<file path="src/rtl/core_rst_pkg.sv">
package core_rst_pkg;

    // State code is {brownout needed, monitor needed}
    typedef enum logic [1:0] {
        ST_RUN       = 2'b00,
        ST_SM_HOLD   = 2'b01,
        ST_BO_HOLD   = 2'b10,
        ST_DUAL_HOLD = 2'b11
    } crc_state_e;

    localparam int CFG_W      = 2;
    localparam int CFG_SM_BIT = 0;
    localparam int CFG_BO_BIT = 1;

endpackage

</file>
<file path="src/rtl/crc_sync.sv">
module crc_sync #(
    parameter int   STAGES  = 2,
    parameter logic RST_VAL = 1'b0
) (
    input  logic clk_i,
    input  logic rst_n_i,
    input  logic d_i,
    output logic q_o
);
    logic [STAGES-1:0] chain_q;

    always_ff @(posedge clk_i or negedge rst_n_i) begin
        if (!rst_n_i) begin
            chain_q <= {STAGES{RST_VAL}};
        end else begin
            chain_q <= {chain_q[STAGES-2:0], d_i};
        end
    end

    assign q_o = chain_q[STAGES-1];
endmodule

</file>
<file path="src/rtl/crc_bo_filter.sv">
module crc_bo_filter #(
    parameter int FILT_SAMPLES = 2
) (
    input  logic clk_i,
    input  logic rst_n_i,
    input  logic active_i,
    input  logic good_s_i,
    output logic trig_o
);
    localparam int CW = (FILT_SAMPLES > 2) ? $clog2(FILT_SAMPLES) : 1;
    localparam logic [CW-1:0] LAST = CW'(FILT_SAMPLES - 1);

    logic [CW-1:0] low_cnt_q;

    // Counts consecutive low samples, saturating one below the threshold
    always_ff @(posedge clk_i or negedge rst_n_i) begin
        if (!rst_n_i) begin
            low_cnt_q <= '0;
        end else if (!active_i || good_s_i) begin
            low_cnt_q <= '0;
        end else if (low_cnt_q != LAST) begin
            low_cnt_q <= low_cnt_q + 1'b1;
        end
    end

    // Trigger on the sample that completes the run of lows
    assign trig_o = active_i && !good_s_i && (low_cnt_q == LAST);
endmodule

</file>
<file path="src/rtl/crc_status.sv">
module crc_status (
    input  logic       clk_i,
    input  logic       rst_n_i,
    input  logic       sm_set_i,
    input  logic       bo_set_i,
    input  logic       rd_i,
    output logic [1:0] stat_o
);
    always_ff @(posedge clk_i or negedge rst_n_i) begin
        if (!rst_n_i) begin
            stat_o <= 2'b00;
        end else if (sm_set_i || bo_set_i) begin
            stat_o <= {bo_set_i, sm_set_i};
        end else if (rd_i) begin
            stat_o <= 2'b00;
        end
    end
endmodule

</file>
<file path="src/rtl/core_rst_ctrl.sv">
module core_rst_ctrl
    import core_rst_pkg::*;
#(
    parameter int SYNC_STAGES  = 2,
    parameter int FILT_SAMPLES = 2
) (
    input  logic             clk_slow_i,
    input  logic             por_n_i,
    input  logic             smon_det_i,
    input  logic             reg_good_i,
    input  logic             vreg_en_i,
    input  logic             cfg_we_i,
    input  logic [CFG_W-1:0] cfg_wdata_i,
    input  logic             stat_rd_i,
    output logic [1:0]       stat_o,
    output logic             core_rst_n_o
);
    logic [CFG_W-1:0] cfg_q;
    logic             det_s;
    logic             good_s;
    logic             sm_trig;
    logic             bo_trig;
    logic             sm_held;
    logic             bo_held;
    logic             sm_need;
    logic             bo_need;
    logic             sm_set;
    logic             bo_set;
    logic             rst_n_q;
    crc_state_e       state_q;
    crc_state_e       state_d;

    crc_sync #(.STAGES(SYNC_STAGES), .RST_VAL(1'b0)) u_det_sync (
        .clk_i   (clk_slow_i),
        .rst_n_i (por_n_i),
        .d_i     (smon_det_i),
        .q_o     (det_s)
    );

    crc_sync #(.STAGES(SYNC_STAGES), .RST_VAL(1'b1)) u_good_sync (
        .clk_i   (clk_slow_i),
        .rst_n_i (por_n_i),
        .d_i     (reg_good_i),
        .q_o     (good_s)
    );

    crc_bo_filter #(.FILT_SAMPLES(FILT_SAMPLES)) u_bo_filt (
        .clk_i    (clk_slow_i),
        .rst_n_i  (por_n_i),
        .active_i (cfg_q[CFG_BO_BIT] && vreg_en_i),
        .good_s_i (good_s),
        .trig_o   (bo_trig)
    );

    crc_status u_status (
        .clk_i    (clk_slow_i),
        .rst_n_i  (por_n_i),
        .sm_set_i (sm_set),
        .bo_set_i (bo_set),
        .rd_i     (stat_rd_i),
        .stat_o   (stat_o)
    );

    // Enable register
    always_ff @(posedge clk_slow_i or negedge por_n_i) begin
        if (!por_n_i) begin
            cfg_q <= '0;
        end else if (cfg_we_i) begin
            cfg_q <= cfg_wdata_i;
        end
    end

    assign sm_trig = cfg_q[CFG_SM_BIT] && det_s;

    // Next-state logic: recompute both needs each cycle
    always_comb begin
        sm_held = 1'b0;
        bo_held = 1'b0;
        unique case (state_q)
            ST_RUN: begin
                sm_held = 1'b0;
            end
            ST_SM_HOLD: begin
                sm_held = 1'b1;
            end
            ST_BO_HOLD: begin
                bo_held = 1'b1;
            end
            ST_DUAL_HOLD: begin
                sm_held = 1'b1;
                bo_held = 1'b1;
            end
        endcase
        sm_need = sm_trig;
        bo_need = bo_held ? !good_s : bo_trig;
        state_d = crc_state_e'({bo_need, sm_need});
        sm_set  = sm_need && !sm_held;
        bo_set  = bo_need && !bo_held;
    end

    // State register
    always_ff @(posedge clk_slow_i or negedge por_n_i) begin
        if (!por_n_i) begin
            state_q <= ST_RUN;
        end else begin
            state_q <= state_d;
        end
    end

    // Output register: glitch-free reset, low during power-on reset
    always_ff @(posedge clk_slow_i or negedge por_n_i) begin
        if (!por_n_i) begin
            rst_n_q <= 1'b0;
        end else begin
            rst_n_q <= (state_d == ST_RUN);
        end
    end

    assign core_rst_n_o = rst_n_q;
endmodule

</file>
<file path="config.mk">
export PLATFORM = sky130hd
export DESIGN_NAME = core_rst_ctrl
export DESIGN_NICKNAME = d
export VERILOG_FILES = /design/src/rtl/core_rst_pkg.sv /design/src/rtl/crc_sync.sv /design/src/rtl/crc_bo_filter.sv /design/src/rtl/crc_status.sv /design/src/rtl/core_rst_ctrl.sv
export SDC_FILE = /design/constraint.sdc
export NUM_CORES = 1
export LEC_CHECK = 0
export ABC_AREA = 1
export ABC_CLOCK_PERIOD_IN_PS = 800
export CAP_MARGIN = 0
export CORE_AREA = 2 2 40 42
export DETAILED_ROUTE_END_ITERATION = 8
export DIE_AREA = 0 0 42 44
export DONT_BUFFER_PORTS = 1
export GPL_ROUTABILITY_DRIVEN = 0
export PLACE_DENSITY = 0.46
export SYNTH_ARGS = -nofsm -noshare
export SYNTH_HDL_FRONTEND = slang
export SYNTH_SLANG_ARGS = --single-unit
</file>
<file path="constraint.sdc">
create_clock -name clk_slow_i -period 0.8 [get_ports clk_slow_i]
set_input_delay 0.12 -clock clk_slow_i [delete_from_list [all_inputs] [get_ports clk_slow_i]]
set_output_delay 0.12 -clock clk_slow_i [all_outputs]
set_load 0.05 [all_outputs]
</file>
; ---- Yosys cells after proc, flatten, opt, wreduce, memory -nomap -nowiden
; Cells that the tools add are included.
[word_totals]
ff_bits = 12
out_inout_bits = 3
elab_cells = 34
[op_classes]
n_mux = 7
eq_ne = 3
add_sub_neg = 1
n_reduce_logical = 16
[op_table]
columns = op, n
row1 = logical AND 1 bit, 6
row2 = two-way mux 1 bit, 5
row3 = "== test 2 bit, second input constant", 2
row4 = zero test 1 bit, 4
row5 = two-way mux 2 bit, 2
row6 = OR reduction 2 bit, 2
row7 = "== test 2 x 1 -> 1 bit, second input constant", 1
row8 = zero test 2 bit, 1
row9 = logical OR 1 bit, 2
row10 = nonzero test 2 bit, 1
row11 = "adder 1 bit, second input constant", 1

; ---- Logic depth before layout (Yosys ltp)
[depth]
ltp_word = 7
mapped_depth = 5
ltp_nobuf = 5

; ---- Hierarchy
; A second synthesis with hierarchy kept.
[hier_totals]
cells_unflattened = 43
area_unflattened_um2 = 434.2
[by_module_without_submodules]
columns = mod, cells_per_inst, area_each_um2, n_inst
row1 = core_rst_ctrl, 23, 202.7, 1
row2 = crc_status, 10, 80.1, 1
row3 = crc_sync (u_good_sync), 2, 52.6, 1
row4 = crc_sync (u_det_sync), 2, 50.0, 1
row5 = crc_bo_filter, 6, 48.8, 1

; ---- Worst setup path after synthesis
; OpenSTA, ideal clock, no wires.
[synth_path]
path_type = reg-to-reg
from = register, netlist name u_status.stat_o[0]
to = register u_status.stat_o[0]
arrival_time_ns = 0.855
stages_incl_launch_ff = 5
path_buffers = 0
t_required_ns = 0.735
setup_slack_ns = -0.120
setup_time_ns = 0.065
path_cell_list = dfrtp_1 -> inv_1 -> nor2_1 -> nand2_1 -> nand2_1
[synth_rtl]
columns = element, line_no
row1 = to (signal assigned), crc_status.sv:13  ; stat_o <= {bo_set_i, sm_set_i};
row2 = to (decl), crc_status.sv:7  ; output logic [1:0] stat_o

; ---- Worst setup path after layout
[layout_path]
from = register u_status.stat_o[1]
to = output port stat_o[1]
[layout_rtl]
columns = element, line_no
row1 = to (decl), core_rst_ctrl.sv:15  ; output logic [1:0] stat_o,
; No word-level cell between the ends.

==> flow_summary.json <==
{
  "slew_headroom": 0.661,
  "grt_usage": 0.0754,
  "antenna_found_initial": 0,
  "synth-warning-count": 0,
  "die_x_microns": 42,
  "synth.distinct_cells": 12,
  "clockBufferDepth": 2,
  "antenna_cells": 0,
  "seq_area_sq_um": 305,
  "h-tree-depth": 1,
  "grt_max_degree": 13,
  "grt_pass1_vias": 256,
  "seq_area_frac_synth": 0.740,
  "avgSynthCellArea_sq_um": 12.8,
  "n_fill_cell": 140,
  "rsz0062_at_grt": "yes",
  "cp.arrival_ns": 0.83,
  "hp-start": "cfg_we_i",
  "drt_wl_total_microns": 655,
  "synth_fp_nets": 41,
  "hp-class": "primary input to register",
  "fp-row-count": 14,
  "clk_latency_ns": 0.26,
  "post-route-period-util": 1.19,
  "cp-end-kind": "output port",
  "layout_common_cells": "dfrtp_1, nand2_1, dlygate4sd3_1",
  "ff2ff_path_depth": 5,
  "layout-drive-gt1-share": 0.404,
  "vias_per_cell": 4.33,
  "r2r_start": "u_good_sync.chain_q[1]$_DFF_PN1_",
  "io_buffers": 0,
  "overflow": 0,
  "maxCapViolCount": 0,
  "initial_core_util": 0.288,
  "crit_start": "u_status.stat_o[1]$_DFFE_PN0P_",
  "path_clk_slew_ns": 0.07,
  "cts_buffers": 3,
  "path_cells": "buf_12",
  "crit_path_max_fanout": 2,
  "die_h_microns": 44,
  "max-vdd-ir-drop_mv": 0.780,
  "synth_area_leaders": "dfrtp_1, dfstp_2, mux2_1",
  "cts.sinks": 12,
  "cts-root-buf": "clkbuf_4",
  "dpl.hpwl_microns": 435,
  "antenna_left": 0,
  "final_net_count": 57,
  "hold_violations": 0,
  "path_depth": 1,
  "firstDrtPassIters": 1,
  "finClkSkew_ns": 0.00695,
  "multi_input_area_sq_um": 104,
  "grt_pass1_wl_microns": 959,
  "holdPathStages": 1,
  "synth_seq_cells": 12,
  "area_delta_synth_final_pct": 47.7,
  "path_delay_family": "flip-flops",
  "finalMaxSlewViolations": 0,
  "die_area_sq_mm": 0.00185,
  "path_buf_inv": 1,
  "cp_slowest_stage_delay_ns": 0.42,
  "crit_path_top_delay_cell": "dfrtp_2",
  "outcome": "complete, but fails checks",
  "netlist_area_sq_um": 409,
  "drt_iter0_drc": 0,
  "cts_tree": "done",
  "drcViolationCount": 0,
  "syn_inst": 32,
  "vias": 273,
  "core_sq_mm": 0.00142,
  "p_total_uw": 1220,
  "fmax_mhz": 1050,
  "period_minus_slack_ns": 0.950,
  "io_pins": 12,
  "violations": "setup timing",
  "post-place-ws_ns": -0.0822,
  "worst_slack_ns": -0.150,
  "finalSetupViolations": 7,
  "worstPathRequired_ns": 0.68,
  "yosysTopAreaCell": "dfrtp_1",
  "tightest_slew_ns": 0.507,
  "p_leak_uw": 0.000282,
  "powerDensity_mw_per_mm2": 2030,
  "critPathLaunchType": "register",
  "routedWlPerCell_microns": 10.4,
  "synth.top_cell.area_share": 0.612,
  "mostFrequentLayoutCell": "dfrtp_1",
  "worstSetupPathType": "register to output port"
}
## final timing paths
check / slack, ns / endpoint
min in group asynchronous: 0.26 / cfg_q[0]$_DFFE_PN0P_
hold reg to reg: 0.36 / u_det_sync.chain_q[1]$_DFF_PN0_
setup reg to reg: -0.11 / u_status.stat_o[0]$_DFFE_PN0P_
max in group asynchronous: 0.16 / u_status.stat_o[1]$_DFFE_PN0P_
hold / removal: 0.01 / cfg_q[0]$_DFFE_PN0P_
setup / recovery: -0.15 / stat_o[1]
## report_power, final
part	internal (uW)	switching, uW	total, uW
sequential	653	25.2	678
combinational	91.3	90.5	182
clock	192	172	364
## layer usage
layer	global-route usage	up-vias	wire, microns
li1	-	129	-
met1	0.0690	131	243
met2	0.122	11	347
met3	0.0333	2	58
met4	0.0774	0	5
met5	0	-	0
## area by class of cell
class,count,area share
clock buffers,4,0.0435
multi-input cells,15,0.172
flip-flops and latches,12,0.505
repair buffers,11,0.215
inverters,5,0.0311
well taps,16,0.0331
## repair_timing
| item | in CTS | in global routing |
|---|---|---|
| pin swaps | 0 | 3 |
| endpoints found under the hold margin | 17 | 3 |
| setup endpoints to repair | 7 | 9 |
| setup buffers | 0 | 2 |
| gates resized for setup | 1 | 6 |
| hold buffers | 4 | 2 |
## logic make-up after synthesis
| group | count (synthesis) | share of synthesized area |
|---|---|---|
| AND/OR/NAND/NOR | 12 | 0.147 |
| AO/OA/AOI/OAI | 1 | 0.0122 |
| buffers and inverters | 5 | 0.0459 |
| multiplexers | 2 | 0.0550 |
| flip-flops | 12 | 0.740 |
## cell usage after synthesis, drive strengths merged
cell type and n:
inv 5, mux2 2, nand3 1, dfstp 2, o21ai 1, nand3b 1, dfrtp 10, nor2 3
nand4 1, nand2 6
## flip-flops by register name (all words and copies together) (netlist names)
name                 cells
core_rst_n_o             1
state_q                  2
cfg_q                    2
u_good_sync.chain_q      2
u_det_sync.chain_q       2
u_bo_filt.low_cnt_q      1
u_status.stat_o          2
## through the flow
step | hold slack (ns) | TNS (ns) | instance area, sq um | util | instances
global route | -0.000680 | -1.09 | 604 | 0.426 | 63
finish | 0.0124 | -0.776 | 604 | 0.426 | 63
detailed placement | -0.175 | -0.183 | 479 | 0.338 | 51
floorplan | -0.176 | -0.0294 | 412 | - | 32
CTS | -0.0256 | -0.684 | 549 | 0.387 | 59
global placement | -0.175 | -0.106 | 479 | 0.338 | 51
(Power assumes the default switching activity.)
